## config.mk

```make
export PLATFORM = sky130hd
export DESIGN_NAME = wavebuf_ctrl
export DESIGN_NICKNAME = d
export VERILOG_FILES = /design/src/rtl/wavebuf_pkg.sv /design/src/rtl/wavebuf_store.sv /design/src/rtl/wavebuf_ptr.sv /design/src/rtl/wavebuf_flags.sv /design/src/rtl/wavebuf_ctrl.sv
export SDC_FILE = /design/constraint.sdc
export NUM_CORES = 1
export LEC_CHECK = 0
export BUFFER_PORTS_ARGS = -buffer_cell sky130_fd_sc_hd__buf_2
export CAP_MARGIN = 10
export CORE_MARGIN = 2
export CORE_UTILIZATION = 52
export CTS_BUF_LIST = sky130_fd_sc_hd__clkbuf_4
export CTS_CLUSTER_DIAMETER = 200
export DETAILED_ROUTE_END_ITERATION = 8
export PLACE_DENSITY = 0.82
export RECOVER_POWER = 25
export SLEW_MARGIN = 20
export SYNTH_ARGS = -nofsm -noshare
export SYNTH_HDL_FRONTEND = slang
export SYNTH_SLANG_ARGS = --single-unit
export TNS_END_PERCENT = 50
```

## constraint.sdc

```tcl
create_clock -name clk -period 2.5 [get_ports clk]
set_input_delay 0 -clock clk [delete_from_list [all_inputs] [get_ports clk]]
set_output_delay 0 -clock clk [all_outputs]
set_load 0.01 [all_outputs]
```

## src/rtl/wavebuf_pkg.sv

```systemverilog
// Shared types for the sample buffer sequencer.
package wavebuf_pkg;
    typedef enum logic [1:0] {
        MODE_WRAP  = 2'b00,
        MODE_SWING = 2'b01,
        MODE_ONCE  = 2'b10,
        MODE_FIFO  = 2'b11
    } seq_mode_e;

    localparam int FLG_BOT = 0;
    localparam int FLG_TOP = 1;
    localparam int FLG_WM  = 2;
    localparam int NFLAGS  = 3;
endpackage

```

## src/rtl/wavebuf_store.sv

```systemverilog
// Sample store: DEPTH words of CODE_W bits.
// Byte-wise writes: low byte, then the remaining high bits.
// Two combinational read ports.
// Assumes CODE_W is between 9 and 16.
module wavebuf_store #(
    parameter int DEPTH  = 16,
    parameter int CODE_W = 12,
    parameter int IDX_W  = $clog2(DEPTH)
) (
    input  logic              clk,
    input  logic              rst_n,
    input  logic              wr_lo_en,
    input  logic              wr_hi_en,
    input  logic [IDX_W-1:0]  wr_idx,
    input  logic [CODE_W-1:0] wr_word,
    input  logic [IDX_W-1:0]  rd_a_idx,
    input  logic [IDX_W-1:0]  rd_b_idx,
    output logic [CODE_W-1:0] rd_a,
    output logic [CODE_W-1:0] rd_b
);
    logic [CODE_W-1:0] mem [DEPTH];

    // Purpose: clear all words on reset and apply byte writes.
    always_ff @(posedge clk) begin
        if (!rst_n) begin
            for (int i = 0; i < DEPTH; i++) mem[i] <= '0;
        end else begin
            if (wr_lo_en) mem[wr_idx][7:0] <= wr_word[7:0];
            if (wr_hi_en) mem[wr_idx][CODE_W-1:8] <= wr_word[CODE_W-1:8];
        end
    end

    // Purpose: drive the bus read port and the converter read port.
    always_comb begin
        rd_a = mem[rd_a_idx];
        rd_b = mem[rd_b_idx];
    end
endmodule

```

## src/rtl/wavebuf_ptr.sv

```systemverilog
// Pointer engine.
// The read pointer and the limit / write pointer step per mode.
// Also tracks FIFO fullness.
// Assumes DEPTH is a power of two, so the FIFO pointers wrap naturally.
module wavebuf_ptr
    import wavebuf_pkg::*;
#(
    parameter int DEPTH = 16,
    parameter int IDX_W = $clog2(DEPTH),
    parameter int CNT_W = IDX_W + 1
) (
    input  logic             clk,
    input  logic             rst_n,
    input  seq_mode_e        mode,
    input  logic             step,
    input  logic             push,
    input  logic             lim_wr,
    input  logic [IDX_W-1:0] wr_rp,
    input  logic [IDX_W-1:0] wr_lim,
    input  logic             fifo_enter,
    input  logic             fifo_leave,
    output logic [IDX_W-1:0] rp,
    output logic [IDX_W-1:0] lim,
    output logic             full,
    output logic [CNT_W-1:0] count
);
    localparam logic [IDX_W-1:0] MAX_IDX = IDX_W'(DEPTH - 1);

    logic [IDX_W-1:0] rp_n, lim_n;
    logic             full_n, dir_up, dir_n, pop, push_ok;

    // Purpose: FIFO occupancy, derived from the pointer pair and the full bit.
    always_comb begin
        count = full ? CNT_W'(DEPTH) : CNT_W'(IDX_W'(lim - rp));
    end

    // Purpose: next-state rules for the pointers, per mode and bus write.
    always_comb begin
        rp_n    = rp;
        lim_n   = lim;
        full_n  = full;
        dir_n   = dir_up;
        pop     = step && (count > CNT_W'(1));
        push_ok = push && !full;
        if (lim_wr) begin
            lim_n  = wr_lim;
            full_n = 1'b0;
            dir_n  = 1'b1;
            if (mode == MODE_FIFO) rp_n = wr_rp;
            else                   rp_n = (wr_rp > wr_lim) ? wr_lim : wr_rp;
        end else if (fifo_enter) begin
            lim_n  = rp;
            full_n = 1'b0;
        end else if (fifo_leave) begin
            lim_n = MAX_IDX;
            dir_n = 1'b1;
        end else begin
            unique case (mode)
                MODE_FIFO: begin
                    if (pop)     rp_n  = IDX_W'(rp + 1'b1);
                    if (push_ok) lim_n = IDX_W'(lim + 1'b1);
                    if (push_ok && !pop)      full_n = (IDX_W'(lim + 1'b1) == rp);
                    else if (pop && !push_ok) full_n = 1'b0;
                end
                MODE_WRAP: begin
                    if (step) rp_n = (rp == lim) ? '0 : IDX_W'(rp + 1'b1);
                end
                MODE_ONCE: begin
                    if (step && rp != lim) rp_n = IDX_W'(rp + 1'b1);
                end
                MODE_SWING: begin
                    if (step) begin
                        if (lim == '0) begin
                            rp_n = '0;
                        end else if (dir_up) begin
                            if (rp >= lim) begin
                                rp_n  = IDX_W'(rp - 1'b1);
                                dir_n = 1'b0;
                            end else begin
                                rp_n = IDX_W'(rp + 1'b1);
                            end
                        end else if (rp == '0) begin
                            rp_n  = IDX_W'(1);
                            dir_n = 1'b1;
                        end else begin
                            rp_n = IDX_W'(rp - 1'b1);
                        end
                    end
                end
                default: ;
            endcase
        end
    end

    // Purpose: pointer state registers.
    always_ff @(posedge clk) begin
        if (!rst_n) begin
            rp     <= '0;
            lim    <= MAX_IDX;
            full   <= 1'b0;
            dir_up <= 1'b1;
        end else begin
            rp     <= rp_n;
            lim    <= lim_n;
            full   <= full_n;
            dir_up <= dir_n;
        end
    end
endmodule

```

## src/rtl/wavebuf_flags.sv

```systemverilog
// Flag unit.
// Sequencing modes: flags are edge-set and cleared by write-0 or by DMA completion.
// FIFO mode: flags follow their condition level.
// Routes enabled flags to irq or dma_req.
module wavebuf_flags
    import wavebuf_pkg::*;
#(
    parameter int DEPTH = 16,
    parameter int IDX_W = $clog2(DEPTH),
    parameter int CNT_W = IDX_W + 1
) (
    input  logic              clk,
    input  logic              rst_n,
    input  seq_mode_e         mode,
    input  logic [IDX_W-1:0]  rp,
    input  logic [IDX_W-1:0]  lim,
    input  logic              full,
    input  logic [CNT_W-1:0]  count,
    input  logic [1:0]        wm_sel,
    input  logic              stat_wr,
    input  logic [NFLAGS-1:0] stat_wdata,
    input  logic [NFLAGS-1:0] flag_ie,
    input  logic              dma_en,
    input  logic              dma_done,
    output logic [NFLAGS-1:0] flags,
    output logic              irq,
    output logic              dma_req
);
    logic [NFLAGS-1:0] cond, cond_q, clr;
    logic [CNT_W-1:0]  gap, thr;

    // Purpose: evaluate the three flag conditions for the current mode.
    always_comb begin
        gap = CNT_W'(wm_sel) + CNT_W'(1);
        unique case (wm_sel)
            2'd0:    thr = CNT_W'(2);
            2'd1:    thr = CNT_W'(DEPTH / 4);
            2'd2:    thr = CNT_W'(DEPTH / 2);
            default: thr = CNT_W'(DEPTH - 2);
        endcase
        if (mode == MODE_FIFO) begin
            cond[FLG_BOT] = full;
            cond[FLG_TOP] = (count == CNT_W'(1));
            cond[FLG_WM]  = (count <= thr);
        end else begin
            cond[FLG_BOT] = (rp == lim);
            cond[FLG_TOP] = (rp == '0);
            cond[FLG_WM]  = ({1'b0, lim} >= gap) && ({1'b0, rp} == {1'b0, lim} - gap);
        end
        clr = (stat_wr ? ~stat_wdata : '0) | ((dma_en && dma_done) ? '1 : '0);
    end

    // Purpose: flag and previous-condition registers.
    always_ff @(posedge clk) begin
        if (!rst_n) begin
            flags  <= NFLAGS'(1 << FLG_TOP);
            cond_q <= NFLAGS'(1 << FLG_TOP);
        end else begin
            cond_q <= cond;
            if (mode == MODE_FIFO) flags <= cond;
            else                   flags <= (flags & ~clr) | (cond & ~cond_q);
        end
    end

    // Purpose: route pending enabled flags to one request output.
    always_comb begin
        irq     = !dma_en && |(flags & flag_ie);
        dma_req =  dma_en && |(flags & flag_ie);
    end
endmodule

```

## src/rtl/wavebuf_ctrl.sv

```systemverilog
// Top of the sample buffer sequencer.
// Holds the control registers, decodes the byte bus and muxes read data.
// Assumes DEPTH <= 16, so both pointers pack into one control byte.
// Offsets: data at 0 .. 2*DEPTH-1, then status and control 0/1/2.
module wavebuf_ctrl
    import wavebuf_pkg::*;
#(
    parameter int DEPTH  = 16,
    parameter int CODE_W = 12,
    parameter int ADDR_W = 6
) (
    input  logic              clk,
    input  logic              rst_n,
    input  logic              bus_sel,
    input  logic              bus_we,
    input  logic [ADDR_W-1:0] bus_addr,
    input  logic [7:0]        bus_wdata,
    output logic [7:0]        bus_rdata,
    input  logic              hw_trig,
    input  logic              dma_done,
    output logic [CODE_W-1:0] dac_code,
    output logic              irq,
    output logic              dma_req
);
    localparam int IDX_W = $clog2(DEPTH);
    localparam int CNT_W = IDX_W + 1;
    localparam int HI_W  = CODE_W - 8;
    localparam logic [ADDR_W-1:0] OFF_STAT = ADDR_W'(2 * DEPTH);
    localparam logic [ADDR_W-1:0] OFF_C0   = ADDR_W'(2 * DEPTH + 1);
    localparam logic [ADDR_W-1:0] OFF_C1   = ADDR_W'(2 * DEPTH + 2);
    localparam logic [ADDR_W-1:0] OFF_C2   = ADDR_W'(2 * DEPTH + 3);

    logic [7:0]        ctrl0, ctrl1;
    logic              wr, data_wr, c0_wr, c1_wr, c2_wr, stat_wr;
    logic              en, trg_sw_sel, buf_en, dma_en;
    seq_mode_e         mode, new_mode;
    logic              fifo_enter, fifo_leave, sw_hit, hw_hit, step, push;
    logic              wr_lo_en, wr_hi_en;
    logic [IDX_W-1:0]  rp, lim, wr_idx;
    logic              full;
    logic [CNT_W-1:0]  count;
    logic [NFLAGS-1:0] flags;
    logic [CODE_W-1:0] rd_a, rd_b;

    // Purpose: bus write decode and trigger qualification.
    always_comb begin
        wr         = bus_sel && bus_we;
        data_wr    = wr && (bus_addr < OFF_STAT);
        stat_wr    = wr && (bus_addr == OFF_STAT);
        c0_wr      = wr && (bus_addr == OFF_C0);
        c1_wr      = wr && (bus_addr == OFF_C1);
        c2_wr      = wr && (bus_addr == OFF_C2);
        en         = ctrl0[7];
        trg_sw_sel = ctrl0[5];
        buf_en     = ctrl1[0];
        mode       = seq_mode_e'(ctrl1[2:1]);
        dma_en     = ctrl1[7];
        new_mode   = seq_mode_e'(bus_wdata[2:1]);
        fifo_enter = c1_wr && (new_mode == MODE_FIFO) && (mode != MODE_FIFO);
        fifo_leave = c1_wr && (new_mode != MODE_FIFO) && (mode == MODE_FIFO);
        sw_hit     = c0_wr && bus_wdata[7] && bus_wdata[5] && bus_wdata[4];
        hw_hit     = en && !trg_sw_sel && hw_trig;
        step       = buf_en && (sw_hit || hw_hit);
        wr_lo_en   = data_wr && !bus_addr[0] && !((mode == MODE_FIFO) && full);
        wr_hi_en   = data_wr &&  bus_addr[0] && !((mode == MODE_FIFO) && full);
        push       = wr_hi_en && (mode == MODE_FIFO);
        wr_idx     = (mode == MODE_FIFO) ? lim : bus_addr[IDX_W:1];
    end

    // Purpose: control registers 0 and 1; the software trigger bit is never stored.
    always_ff @(posedge clk) begin
        if (!rst_n) begin
            ctrl0 <= '0;
            ctrl1 <= '0;
        end else begin
            if (c0_wr) ctrl0 <= bus_wdata & 8'hEF;
            if (c1_wr) ctrl1 <= {bus_wdata[7], 2'b00, bus_wdata[4:0]};
        end
    end

    wavebuf_store #(.DEPTH(DEPTH), .CODE_W(CODE_W), .IDX_W(IDX_W)) u_store (
        .clk      (clk),
        .rst_n    (rst_n),
        .wr_lo_en (wr_lo_en),
        .wr_hi_en (wr_hi_en),
        .wr_idx   (wr_idx),
        .wr_word  ({bus_wdata[HI_W-1:0], bus_wdata}),
        .rd_a_idx (bus_addr[IDX_W:1]),
        .rd_b_idx (buf_en ? rp : '0),
        .rd_a     (rd_a),
        .rd_b     (rd_b)
    );

    wavebuf_ptr #(.DEPTH(DEPTH), .IDX_W(IDX_W), .CNT_W(CNT_W)) u_ptr (
        .clk        (clk),
        .rst_n      (rst_n),
        .mode       (mode),
        .step       (step),
        .push       (push),
        .lim_wr     (c2_wr),
        .wr_rp      (IDX_W'(bus_wdata[7:4])),
        .wr_lim     (IDX_W'(bus_wdata[3:0])),
        .fifo_enter (fifo_enter),
        .fifo_leave (fifo_leave),
        .rp         (rp),
        .lim        (lim),
        .full       (full),
        .count      (count)
    );

    wavebuf_flags #(.DEPTH(DEPTH), .IDX_W(IDX_W), .CNT_W(CNT_W)) u_flags (
        .clk        (clk),
        .rst_n      (rst_n),
        .mode       (mode),
        .rp         (rp),
        .lim        (lim),
        .full       (full),
        .count      (count),
        .wm_sel     (ctrl1[4:3]),
        .stat_wr    (stat_wr),
        .stat_wdata (bus_wdata[NFLAGS-1:0]),
        .flag_ie    (ctrl0[NFLAGS-1:0]),
        .dma_en     (dma_en),
        .dma_done   (dma_done),
        .flags      (flags),
        .irq        (irq),
        .dma_req    (dma_req)
    );

    // Purpose: read-data mux over data bytes and the four register bytes.
    always_comb begin
        if (bus_addr < OFF_STAT) begin
            bus_rdata = bus_addr[0] ? 8'(rd_a[CODE_W-1:8]) : rd_a[7:0];
        end else if (bus_addr == OFF_STAT) begin
            bus_rdata = 8'(flags);
        end else if (bus_addr == OFF_C0) begin
            bus_rdata = ctrl0;
        end else if (bus_addr == OFF_C1) begin
            bus_rdata = ctrl1;
        end else if (bus_addr == OFF_C2) begin
            bus_rdata = {4'(rp), 4'(lim)};
        end else begin
            bus_rdata = '0;
        end
        dac_code = rd_b;
    end
endmodule

```

==> flow_summary.yaml <==
sta:
  finalClockSkew_ns: 0.0728
  relSlewSlack_pct: 35.9
  hold_slack_ns: 0.0329
  rsz0062_at_grt: "true"
  hold_viol: 0
  slew_violations: 0
  setup_viol: 15
  fmax_mhz: 359
  min_period_ns: 2.79
  tightestPinTransition_ns: 0.961
  post-route-period-util_pct: 111
  postLayoutSetupSlackWorst_ns: -0.286
  finalSetupTns_ns: -1.17
detailed_routing:
  drt_pass1_iterations: 9
  routedWlPerCell_um: 26.6
  wl_um: 44400
  drcViolationCount: 1
  drtIter0Drc: 2146
  vias: 11758
  vias_per_cell: 7.04
  ant_nets: 0
global_route:
  use_met3_pct: 8.23
  grt_pass1_wl_um: 62200
  first_global_vias: 11244
  grt_max_degree: 62
  overflow: 0
  grt_antenna_before_repair: 2
  top_usage_layer: "met2"
  grtUsageMet2_pct: 49.8
  grt_use_met1_pct: 37.4
  track_usage_pct: 30.5
worst_setup_path:
  crit_type: "flop to output pin"
  critPathArrivalTime_ns: 2.79
  cp_max_fo: 2
  critPathRequiredTime_ns: 2.50
  worst-path-buf-inv: 1
  crit_family: "multiplexers"
  slowest_delay_ns: 0.49
  crit_slowest_cell: "mux4_2"
  r2r-end: "u_store.mem[11][7]$_SDFFCE_PN0P_"
  r2r_cells: 7
  crit_chain: "mux4_2 -> mux2i_1 -> a211oi_1 -> a21oi_2 -> o21ai_1 -> buf_2"
  r2r-start: "ctrl1[2]$_SDFFE_PN0P_"
  cp-end-kind: "output pin"
  critPathLaunchType: "flop"
  reg2reg_setup_slack_ns: -0.04
layout:
  fill_cells: 1782
  fin_nets: 1337
  area_growth_pct: 20.5
  seqCellArea_mm2: 0.00636
  multi_input_area_mm2: 0.00675
  final_cells: 1669
  fin_util_pct: 63.6
  post-route-cell-area_mm2: 0.0160
  drive_above_1_share_pct: 32.0
cts:
  clock-sinks: 221
  path_clk_slew_ns: 0.09
  root_buffer: "clkbuf_4"
  clockBufferDepth: 3
  cts-buffers-inserted: 54
  cts_tree: "done"
  htree_levels: 2
  insertion_delay_ns: 0.75
placed_design:
  pre_cts_ws_ns: 0.00672
  routabilityCongestion: 0.908
  placed_area_mm2: 0.0143
  port_buffers: 41
  dp_cells: 1533
  hpwl_um: 26300
synth:
  yosys_warnings: 0
  ys_seq_area_share_pct: 47.9
  syn_nets: 1219
  synth_edf_count: 192
  ys_seq_elements: 221
  yosysUniqueCellTypes: 65
  postSynthCellCount: 1175
  syn-cell-area_mm2: 0.0133
  netlist_top_cells_count: "192 x edfxtp_1, 125 x nor3_1, 92 x clkbuf_1"
  post_synth.cell_area_avg_um2: 11.3
  synth.area.top_cells: "edfxtp_1 43%, mux4_2 10%, nor3_1 4.7%, mux2_2 4.4%, dfxtp_1 4.4%"
  synthFlopType: "edfxtp_1"
  synth_top_area_cell: "edfxtp_1"
  yosysMostFrequentCell: "edfxtp_1"
  synth-async-reset-ratio_pct: 0
  synth.top_cell.area_share_pct: 43.5
worst_hold_path:
  hp-start: "bus_we"
  whs_path_depth: 6
  hp-class: "input port to flop"
  hold_path_end: "u_ptr.rp[0]$_SDFFE_PN0P_"
floorplanning:
  initial_core_util_pct: 52.8
  die_h_um: 164
  row_count: 58
  die_x_um: 164
  die_area_mm2: 0.0268
  ios: 42
  coreArea_mm2: 0.0251
power_and_ir_drop:
  p_leak_nw: 5.90
  p_total_mw: 8.04
  p_per_area_mw_per_mm2: 503
  irDropWorstVdd_mv: 0.331
run_status:
  status: "finished with violations"
  violations: "DRC, setup timing"
flow_run:
  cap_violations: 0
cells in the final DEF, fill, tap and decap left out, types with 7 or more instances in the layout:
cell and instances:
a21oi_1 47, a21oi_2 10, a221o_1 11, a221oi_2 9
a22oi_1 11, a31oi_2 7, and2_1 69, buf_12 13
buf_2 39, buf_4 100, clkbuf_4 75, clkinv_1 26
dfxtp_1 25, dlygate4sd3_1 12, edfxtp_1 192, ha_1 20
inv_1 18, mux2_2 50, mux2i_1 37, mux4_2 60
nand2_1 61, nand2b_1 12, nand3_1 9, nand4_1 8
nor2_1 36, nor2b_1 13, nor3_1 123, nor3b_1 19
o211ai_1 9, o21ai_0 55, o21ai_1 17, o32ai_2 8
area by class of cell:
type / count / share of cell area [%]
inverters: 23 / 0.540
well taps: 330 / 2.58
repair buffers: 183 / 10.5
multi-input cells: 810 / 42.2
flip-flops and latches: 221 / 39.8
clock inverters: 26 / 0.822
clock buffers: 75 / 3.52
diodes: 1 / 0.0157
metal layers:
metal,vias to the layer above,wire (um)
met5,-,13
met4,2,2960
met3,297,6430
met2,1118,20400
met1,5545,14600
li1,4796,-
timing repair:
item / in CTS / in global routing
resized for setup: 39 / 70
pin swaps: 3 / 21
endpoints found under the hold margin: 68 / 0
hold buffers: 12 / 0
buffers inserted: 4 / 10
endpoints found under the setup margin: 19 / 41
gates cloned: 4 / 4
registers in the layout, summed over array words and instances, names as in the netlist:
register,count
u_store.mem,192
ctrl0,7
ctrl1,6
u_ptr.lim,4
u_ptr.rp,4
u_flags.cond_q,3
u_flags.flags,3
u_ptr.dir_up,1
u_ptr.full,1
where the power goes:
group | leakage (nW) | total, mW | internal [mW] | switching (mW)
clock network | 0.406 | 3.09 | 1.50 | 1.58
registers | 2.30 | 4.13 | 4.07 | 0.0581
logic | 3.20 | 0.824 | 0.327 | 0.497
total | 5.90 | 8.04 | 5.90 | 2.14
cells by family after synthesis:
group	synth area share (%)
compound gates	12.1
xor+xnor	0.727
fa+ha+maj	2.38
buf+inv	4.35
flops	47.9
mux	17.6
simple gates	15.1
worst max path at each step:
| stage | start | to | slack [ns] | cells after the start |
|---|---|---|---|---|
| after global placement | u_ptr.lim[0]$_SDFFE_PN1P_ | u_ptr.full$_SDFFE_PP0P_ | 0.03 | 12 |
| after detailed placement | u_ptr.lim[0]$_SDFFE_PN1P_ | u_ptr.full$_SDFFE_PP0P_ | 0.007 | 12 |
| after CTS | u_store.mem[8][3]$_SDFFCE_PN0P_ | bus_rdata[3] | -0.11 | 5 |
| final | u_store.mem[11][2]$_SDFFCE_PN0P_ | bus_rdata[2] | -0.29 | 6 |
| after floorplan | u_ptr.rp[2]$_SDFFE_PN0P_ | u_ptr.full$_SDFFE_PP0P_ | 0.01 | 13 |
| after global routing | u_store.mem[11][2]$_SDFFCE_PN0P_ | bus_rdata[2] | -0.28 | 6 |
worst min-delay path: cells and delay by family:
family          cells  cell delay, ns
simple gates        4            0.51
compound gates      1            0.06
buf+inv             1            0.10
(Power assumes the default switching activity.)
